<file path="config.mk">
export PLATFORM = sky130hd
export DESIGN_NAME = cnt_in_decoder
export DESIGN_NICKNAME = d
export VERILOG_FILES = /design/src/rtl/cnt_in_pkg.sv /design/src/rtl/cin_sync.sv /design/src/rtl/cin_edge.sv /design/src/rtl/cin_decode.sv /design/src/rtl/cnt_in_decoder.sv
export SDC_FILE = /design/constraint.sdc
export NUM_CORES = 1
export LEC_CHECK = 0
export BUFFER_PORTS_ARGS = -buffer_cell sky130_fd_sc_hd__buf_2
export CAP_MARGIN = 30
export CORE_AREA = 2 2 39 41
export CTS_CLUSTER_SIZE = 40
export DETAILED_ROUTE_END_ITERATION = 6
export DIE_AREA = 0 0 41 43
export GPL_TIMING_DRIVEN = 0
export MAX_ROUTING_LAYER = met4
export PLACE_DENSITY_LB_ADDON = 0.15
export SLEW_MARGIN = 20
export SYNTH_ARGS = -nofsm -noshare
export SYNTH_HDL_FRONTEND = slang
export SYNTH_SLANG_ARGS = --single-unit
</file>
<file path="constraint.sdc">
create_clock -name clk -period 1.9 [get_ports clk]
set_clock_uncertainty 0.15 [all_clocks]
set_input_delay 0.19 -clock clk [delete_from_list [all_inputs] [get_ports clk]]
set_output_delay 0.19 -clock clk [all_outputs]
set_load 0.05 [all_outputs]
</file>
<file path="src/rtl/cnt_in_pkg.sv">
// Package: shared types for the counter input decoder.
// Assumes a 3-bit configuration select; values above CFG_QUAD_X4 are reserved.
package cnt_in_pkg;
    localparam int CFG_W = 3;

    typedef enum logic [CFG_W-1:0] {
        CFG_PULSE_EXT = 3'd0,
        CFG_PULSE_INT = 3'd1,
        CFG_UP_DOWN   = 3'd2,
        CFG_QUAD_X1   = 3'd3,
        CFG_QUAD_X2   = 3'd4,
        CFG_QUAD_X4   = 3'd5,
        CFG_RSVD6     = 3'd6,
        CFG_RSVD7     = 3'd7
    } in_cfg_e;

    // Per-input edge flags after detection.
    typedef struct packed {
        logic rise;
        logic fall;
    } edge_t;
endpackage

</file>
<file path="src/rtl/cin_sync.sv">
// Module: multi-stage synchroniser for asynchronous input levels.
// Assumes STAGES >= 2; every stage resets to 0, so inputs are taken as low after reset.
module cin_sync #(
    parameter int WIDTH  = 2,
    parameter int STAGES = 2
) (
    input  logic             clk,
    input  logic             rst_n,
    input  logic [WIDTH-1:0] d_async,
    output logic [WIDTH-1:0] q_sync
);
    logic [WIDTH-1:0] chain [STAGES];

    genvar s;
    generate
        for (s = 0; s < STAGES; s++) begin : g_stage
            if (s == 0) begin : g_first
                // First stage: capture the asynchronous level.
                always_ff @(posedge clk) begin
                    if (!rst_n) chain[0] <= '0;
                    else        chain[0] <= d_async;
                end
            end else begin : g_next
                // Later stages: let metastability settle.
                always_ff @(posedge clk) begin
                    if (!rst_n) chain[s] <= '0;
                    else        chain[s] <= chain[s-1];
                end
            end
        end
    endgenerate

    assign q_sync = chain[STAGES-1];
endmodule

</file>
<file path="src/rtl/cin_edge.sv">
// Module: edge detector on synchronised levels.
// It keeps the previous level of each input. The clr input masks the edge flags
// of the current clock; the previous-level register reloads every clock.
module cin_edge
    import cnt_in_pkg::*;
#(
    parameter int WIDTH = 2
) (
    input  logic             clk,
    input  logic             rst_n,
    input  logic             clr,
    input  logic [WIDTH-1:0] lvl,
    output edge_t            edges [WIDTH]
);
    logic [WIDTH-1:0] prev_q;

    // Previous-level register, loaded with the current level every clock.
    always_ff @(posedge clk) begin
        if (!rst_n) prev_q <= '0;
        else        prev_q <= lvl;
    end

    genvar i;
    generate
        for (i = 0; i < WIDTH; i++) begin : g_bit
            // Edge flags of one input, masked while clr is high.
            always_comb begin
                edges[i].rise = !clr &&  lvl[i] && !prev_q[i];
                edges[i].fall = !clr && !lvl[i] &&  prev_q[i];
            end
        end
    endgenerate
endmodule

</file>
<file path="src/rtl/cin_decode.sv">
// Module: combinational mapping from edges and levels to up/down requests.
// It assumes the edges and the levels come from the same synchronised sample.
// Reserved selects yield no request.
module cin_decode
    import cnt_in_pkg::*;
(
    input  in_cfg_e cfg,
    input  logic    a_lvl,
    input  logic    b_lvl,
    input  edge_t   a_e,
    input  edge_t   b_e,
    input  logic    dir_int,
    output logic    up_req,
    output logic    dn_req
);
    // Select the counting rule for the active configuration.
    always_comb begin
        up_req = 1'b0;
        dn_req = 1'b0;
        case (cfg)
            CFG_PULSE_EXT: begin
                up_req = a_e.rise && !b_lvl;
                dn_req = a_e.rise &&  b_lvl;
            end
            CFG_PULSE_INT: begin
                up_req = a_e.rise && !dir_int;
                dn_req = a_e.rise &&  dir_int;
            end
            CFG_UP_DOWN: begin
                up_req = a_e.rise;
                dn_req = b_e.rise;
            end
            CFG_QUAD_X1: begin
                up_req = a_e.rise && !b_lvl;
                dn_req = a_e.fall && !b_lvl;
            end
            CFG_QUAD_X2: begin
                up_req = (a_e.rise && !b_lvl) || (a_e.fall &&  b_lvl);
                dn_req = (a_e.rise &&  b_lvl) || (a_e.fall && !b_lvl);
            end
            CFG_QUAD_X4: begin
                up_req = (a_e.rise && !b_lvl) || (a_e.fall &&  b_lvl) ||
                         (b_e.rise &&  a_lvl) || (b_e.fall && !a_lvl);
                dn_req = (a_e.rise &&  b_lvl) || (a_e.fall && !b_lvl) ||
                         (b_e.rise && !a_lvl) || (b_e.fall &&  a_lvl);
            end
            default: begin
                up_req = 1'b0;
                dn_req = 1'b0;
            end
        endcase
    end
endmodule

</file>
<file path="src/rtl/cnt_in_decoder.sv">
// Module: top of the counter input decoder.
// Raw A/B levels pass through the synchroniser, the edge detector and the mode
// decoder, and the output register issues one-clock strobes. Opposite requests
// in one clock cancel. A change of the select masks the edge in flight.
module cnt_in_decoder
    import cnt_in_pkg::*;
#(
    parameter int SYNC_STAGES = 2
) (
    input  logic             clk,
    input  logic             rst_n,
    input  logic             a_in,
    input  logic             b_in,
    input  logic             dir_int,
    input  logic [CFG_W-1:0] cfg_sel,
    output logic             up_stb,
    output logic             dn_stb
);
    localparam int N_IN  = 2;
    localparam int IDX_A = 0;
    localparam int IDX_B = 1;

    logic [N_IN-1:0]  raw_lvl;
    logic [N_IN-1:0]  sync_lvl;
    edge_t            edges [N_IN];
    logic [CFG_W-1:0] cfg_q;
    logic             cfg_chg;
    logic             up_req;
    logic             dn_req;
    logic             a_rise;
    logic             a_fall;
    logic             b_rise;

    assign raw_lvl = {b_in, a_in};

    cin_sync #(.WIDTH(N_IN), .STAGES(SYNC_STAGES)) u_sync (
        .clk     (clk),
        .rst_n   (rst_n),
        .d_async (raw_lvl),
        .q_sync  (sync_lvl)
    );

    // Previous select; during reset it follows the input so no change is seen.
    always_ff @(posedge clk) begin
        if (!rst_n) cfg_q <= cfg_sel;
        else        cfg_q <= cfg_sel;
    end

    assign cfg_chg = (cfg_sel != cfg_q);

    cin_edge #(.WIDTH(N_IN)) u_edge (
        .clk   (clk),
        .rst_n (rst_n),
        .clr   (cfg_chg),
        .lvl   (sync_lvl),
        .edges (edges)
    );

    assign a_rise = edges[IDX_A].rise;
    assign a_fall = edges[IDX_A].fall;
    assign b_rise = edges[IDX_B].rise;

    cin_decode u_dec (
        .cfg     (in_cfg_e'(cfg_sel)),
        .a_lvl   (sync_lvl[IDX_A]),
        .b_lvl   (sync_lvl[IDX_B]),
        .a_e     (edges[IDX_A]),
        .b_e     (edges[IDX_B]),
        .dir_int (dir_int),
        .up_req  (up_req),
        .dn_req  (dn_req)
    );

    // Output strobes; opposite requests in the same clock cancel.
    always_ff @(posedge clk) begin
        if (!rst_n) begin
            up_stb <= 1'b0;
            dn_stb <= 1'b0;
        end else begin
            up_stb <= up_req && !dn_req;
            dn_stb <= dn_req && !up_req;
        end
    end
endmodule

</file>
==> flow_metrics.tcl, run 1 <==
set metrics [dict create \
    ys_types 26 \
    synthToLayoutAreaGrowth_pct 26.5 \
    arrival_ns 1.85 \
    path_delay_family "buffers and inverters" \
    max-vdd-ir-drop_v 0.000378 \
    place.gp.congestion 0.687 \
    clk_latency_ns 0.27 \
    worstMarginPinSlew_ns 0.239 \
    wl_per_cell_um 11.3 \
    synth_cells 55 \
    grt_overflow 0 \
    dr_total_vias 436 \
    whs_ns 0.0581 \
    async_reset_ff_frac 0 \
    final_cell_mix "dfxtp_1 (11), buf_2 (10), and2_1 (6), dlygate4sd3_1 (5), xnor2_1 (4)" \
    max-clock-path-buffers 2 \
    routed_wirelength_um 992 \
    synthesis.nets 63 \
    status "completed" \
    setup_violations 0 \
    htreeDepth 1 \
    antenna_found_initial 0 \
    critPathMaxStageDelay_ns 0.54 \
    dieHeight_um 43 \
    critical_path_class "in -> reg" \
    dieArea_sq_um 1760 \
    fill_cells 137 \
    seqPwrFrac 0.525 \
    period_share 0.955 \
    die_x_um 41 \
    power-per-cell-area_nw_per_um2 682 \
    finalWorstSetupSlack_ns 0.0852 \
    synth_seq_cells 11 \
    cp.buffers_inverters 3 \
    post-route-util 0.492 \
    cpMaxStageDelayCell "dlygate4sd3_1" \
    drt_first_pass_iters 2 \
    cts.sinks 11 \
    yosysSeqAreaShare 0.409 \
    viasPerCell 4.95 \
    start_kind "input pin" \
    antenna_left 0 \
    drive_gt1_frac 0.250 \
    p_sw_w 0.000113 \
    clk_pin_slew_ns 0.08 \
    crit_top_cell "buf_2" \
    hold_violations 0 \
    rsz0062_at_grt "false" \
    dpl.hpwl_um 655 \
    numPortBuffers 9 \
    fmax_mhz 551 \
    max_slew_margin 0.840 \
    worst_ep_required_time_ns 1.94 \
    drt_iter0_drc 2 \
    p_leak_nw 0.290 \
    synth_warnings 0 \
    maxCapViolations 0 \
    period_minus_slack_ns 1.81 \
    layout_commonest_cell "dfxtp_1" \
    diodes 0 \
    endpoint_kind "register" \
    post-cts-setup-buffers 0 \
    grtUsageTotal 0.155 \
    grt_pass1_wl_mm 1.70 \
    netlist_area_sq_um 538 \
    finalMaxSlewViolations 0 \
    final_nets 81 \
    drc 0 \
    ios 10 \
    fin_setup_tns_ns 0 \
    crit_chain "dlygate4sd3_1, buf_2, buf_2, or3b_1, a21oi_2, o21bai_1, a211oi_1" \
    tritoncts "done" \
    row_count 14 \
    comb_power_share 0.129 \
    grt_pass1_vias 405 \
    cts_made_buffers 3 \
    crit_fanout 9 \
    grt_max_degree 11 \
    internal_power_w 0.000351 \
    syn_area_per_cell_sq_um 9.78 \
    initial_core_util 0.389 \
    dp_slack_ns 0.252 \
    hp-class "in -> reg" \
    cts-root-buf "clkbuf_4" \
    synthFlopType "dfxtp_1" \
    swShare 0.244 \
    p_clk_frac 0.347 \
    core_area_sq_um 1380 \
    synth_edf_count 0 \
]
[repair_timing]
item / in CTS / in global routing
endpoints found under the hold margin: 5 / 0
resized for setup: 0 / 1
hold buffers: 5 / 0
setup endpoints to repair: 0 / 2
[path summary, 6_finish.rpt]
kind,startpoint,end,depth (start not counted),slack (ns)
max,cfg_sel[0],dn_stb,7,0.09
min,rst_n,u_sync.chain[1][1],2,0.06
max reg2reg,u_sync.chain[1][0],up_stb,5,0.25
min reg2reg,u_sync.chain[0][1],u_sync.chain[1][1],1,0.29
[routing by layer]
metal | wire length [um] | global-route usage
met3 | 31 | 0.0628
met4 | 17 | 0.120
met5 | 0 | -
met1 | 479 | 0.163
met2 | 465 | 0.219
[flip-flops by register name (all words and copies together), names as in the netlist]
register / cells
u_sync.chain: 4
cfg_q: 3
u_edge.prev_q: 2
dn_stb: 1
up_stb: 1
[cell usage after synthesis, types with 2 or more instances]
master     count  share of area
o21ai_0        2          0.019
or3b_1         2          0.033
nand2_1        2          0.014
xnor2_1        4          0.065
mux2i_1        2          0.037
nor3_1         2          0.019
dfxtp_1       11           0.41
and3b_1        3          0.049
and2_1         6          0.070
nor3b_1        2          0.028
a21oi_1        2          0.019
buf_4          2          0.028
nand4bb_1      2          0.042
[cell families (layout without fill, tap and decap cells)]
kind of cell | after synthesis | after routing | share of synthesized area
AO/OA/AOI/OAI | 10 | 10 | 0.126
XOR/XNOR | 4 | 4 | 0.0651
buffers and inverters | 4 | 21 | 0.0442
flip-flops | 11 | 11 | 0.409
multiplexers | 3 | 3 | 0.0581
AND/OR/NAND/NOR | 23 | 23 | 0.298
[power by group through the flow]
stage	Sequential (W)	Clock (W)	Combinational [W]
6_report	0.000244	0.000161	0.0000596
2_1_floorplan	0.000249	0	0.0000357
3_3_place_gp	0.000249	0	0.0000516
5_1_grt	0.000245	0.000187	0.0000658
3_5_place_dp	0.000249	0	0.0000519
4_1_cts	0.000243	0.000171	0.0000599
[through the flow]
step	power, W	instance area (sq um)	cells
6_report	0.000464	681	88
5_1_grt	0.000497	681	88
4_1_cts	0.000474	681	89
3_5_place_dp	0.000301	603	80
3_3_place_gp	0.000300	603	80
2_1_floorplan	0.000284	538	55
[area by class of cell]
cell class	count	area, sq um	area share
Buffer	3	20.0	0.0294
Clock buffer	3	22.5	0.0331
Clock inverter	1	5.00	0.00735
Multi-Input combinational cell	40	298	0.438
Sequential cell	11	220	0.324
Tap cell	16	20.0	0.0294
Timing Repair Buffer	14	95.1	0.140
Power figures use the tool's default switching activity.
==> run 2: changes to the inputs <==
- CAP_MARGIN: 30 -> 10
- HOLD_SLACK_MARGIN: default -> 0.06
==> run 2 against run 1 <==
Global-route usage up 0.41 points. Cell area up 4.4%. Register-to-register slack about the same. Clock power barely moved. Final cell count up 3.4%. Maximum frequency is 0.51% higher.
==> flow_metrics.tcl, run 2 (same netlist as run 1, synthesis figures left out) <==
set metrics [dict create \
    place_area_sq_um 603 \
    status "completed" \
    grtUsageTotal 0.159 \
    drt_first_pass_iters 3 \
    fmax_mhz 554 \
    worstHoldStart "u_sync.chain[0][1]" \
    final_nets 84 \
    ios 10 \
    rr_worst_depth 5 \
    drc 0 \
    clk_pin_slew_ns 0.08 \
    dpl.hpwl_um 655 \
    maxCapViolations 0 \
    period_share 0.950 \
    internal_power_w 0.000355 \
    grt_pass1_wl_mm 1.75 \
    worstMarginPinSlew_ns 0.239 \
    largest_register "u_sync.chain" \
    period_minus_slack_ns 1.81 \
    hp-class "reg -> reg" \
    drt_iter0_drc 2 \
    crit_chain "dlygate4sd3_1, buf_2, buf_2, or3b_1, a21oi_2, o21bai_1, a211oi_1" \
    largest_reg_flops 4 \
    final_cell_mix "dfxtp_1 (11), buf_2 (10), dlygate4sd3_1 (8), and2_1 (6), xnor2_1 (4)" \
    drive_gt1_frac 0.240 \
    min_path_cells 1 \
    timing.rr.end "up_stb" \
    cts_made_buffers 3 \
    antenna_found_initial 0 \
    start_kind "input pin" \
    setup_violations 0 \
    core_area_sq_um 1380 \
    row_count 14 \
    antenna_left 0 \
    wl_per_cell_um 11.1 \
    dieHeight_um 43 \
    critPathMaxStageDelay_ns 0.54 \
    numPortBuffers 9 \
    grt_overflow 0 \
    timing.rr.start "u_sync.chain[1][0]" \
    grt_pass1_vias 423 \
    swShare 0.248 \
    synthToLayoutAreaGrowth_pct 32.1 \
    hold_end "u_sync.chain[1][1]" \
    seqPwrFrac 0.516 \
    fill_cells 136 \
    cts.sinks 11 \
    rrSetupSlack_ns 0.25 \
    diodes 0 \
    viasPerCell 4.99 \
    layout_commonest_cell "dfxtp_1" \
    worst_ep_required_time_ns 1.94 \
    rsz0062_at_grt "false" \
    die_x_um 41 \
    hold_violations 0 \
    p_sw_w 0.000117 \
    max-vdd-ir-drop_v 0.000378 \
    initial_core_util 0.389 \
    cts-root-buf "clkbuf_4" \
    clk_latency_ns 0.27 \
    power-per-cell-area_nw_per_um2 664 \
    routed_wirelength_mm 1.01 \
    p_leak_nw 0.305 \
    max_slew_margin 0.840 \
    grt_max_degree 11 \
    post-route-util 0.514 \
    endpoint_kind "register" \
    wl_met3_um 31 \
    dieArea_sq_um 1760 \
    arrival_ns 1.85 \
    crit_fanout 9 \
    finalInstanceArea_sq_um 711 \
    reg.largest.list "u_sync.chain x4, cfg_q x3, u_edge.prev_q x2" \
    fin_setup_tns_ns 0 \
    dr_total_vias 454 \
    htreeDepth 1 \
    crit_top_cell "buf_2" \
    route.met2.wl_um 475 \
    finalWorstSetupSlack_ns 0.0945 \
    cpMaxStageDelayCell "dlygate4sd3_1" \
    p_clk_frac 0.348 \
    highest_layer "met4" \
    tritoncts "done" \
    critical_path_class "in -> reg" \
    finalMaxSlewViolations 0 \
    comb_power_share 0.136 \
    dp_slack_ns 0.252 \
    wirelength_met1_um 472 \
    place.gp.congestion 0.687 \
    max-clock-path-buffers 2 \
]
run 2: worst max path at each step:
stage                                  start  endpoint  slack (ns)
after global routing              cfg_sel[0]    dn_stb       0.005
after CTS                         cfg_sel[0]    dn_stb        0.04
after detailed placement  u_sync.chain[1][0]    dn_stb        0.25
after global placement    u_sync.chain[1][0]    up_stb        0.26
after floorplan           u_sync.chain[1][0]    up_stb        0.36
final                             cfg_sel[0]    dn_stb        0.09
run 2: power by group through the flow:
| stage | Sequential (W) | Clock, W | Combinational [W] |
|---|---|---|---|
| 6_report | 0.000244 | 0.000164 | 0.0000643 |
| 5_1_grt | 0.000245 | 0.000187 | 0.0000708 |
| 4_1_cts | 0.000243 | 0.000171 | 0.0000645 |
| 3_5_place_dp | 0.000249 | 0 | 0.0000519 |
| 3_3_place_gp | 0.000249 | 0 | 0.0000516 |
| 2_1_floorplan | 0.000249 | 0 | 0.0000357 |
run 2: timing repair:
item	CTS	global route
resized for setup	0	1
endpoints found under the hold margin	9	0
hold buffers	8	0
endpoints found under the setup margin	0	2
setup buffers	0	0
run 2: stage by stage:
stage	hold WS (ns)	instances	power, W
2_1_floorplan	0.0677	55	0.000284
3_3_place_gp	0.155	80	0.000300
3_5_place_dp	0.156	80	0.000301
4_1_cts	0.290	92	0.000479
5_1_grt	0.308	91	0.000502
6_report	0.286	91	0.000472
run 2: layout make-up:
cell class	count	area [sq um]	share of cell area
Multi-Input combinational cell	40	298	0.419
Sequential cell	11	220	0.310
Timing Repair Buffer	17	125	0.176
Clock buffer	3	22.5	0.0317
Buffer	3	20.0	0.0282
Tap cell	16	20.0	0.0282
Clock inverter	1	5.00	0.00704
run 2: layer usage:
metal / track usage / up-vias
li1: - / 236
met2: 0.225 / 8
met1: 0.170 / 206
met5: - / -
met3: 0.0628 / 4
met4: 0.120 / 0
run 2: critical path: cells and delay by family:
kind,cells,cell delay [ns]
AO/OA/AOI/OAI,3,0.44
buffers and inverters,3,0.83
AND/OR/NAND/NOR,1,0.38
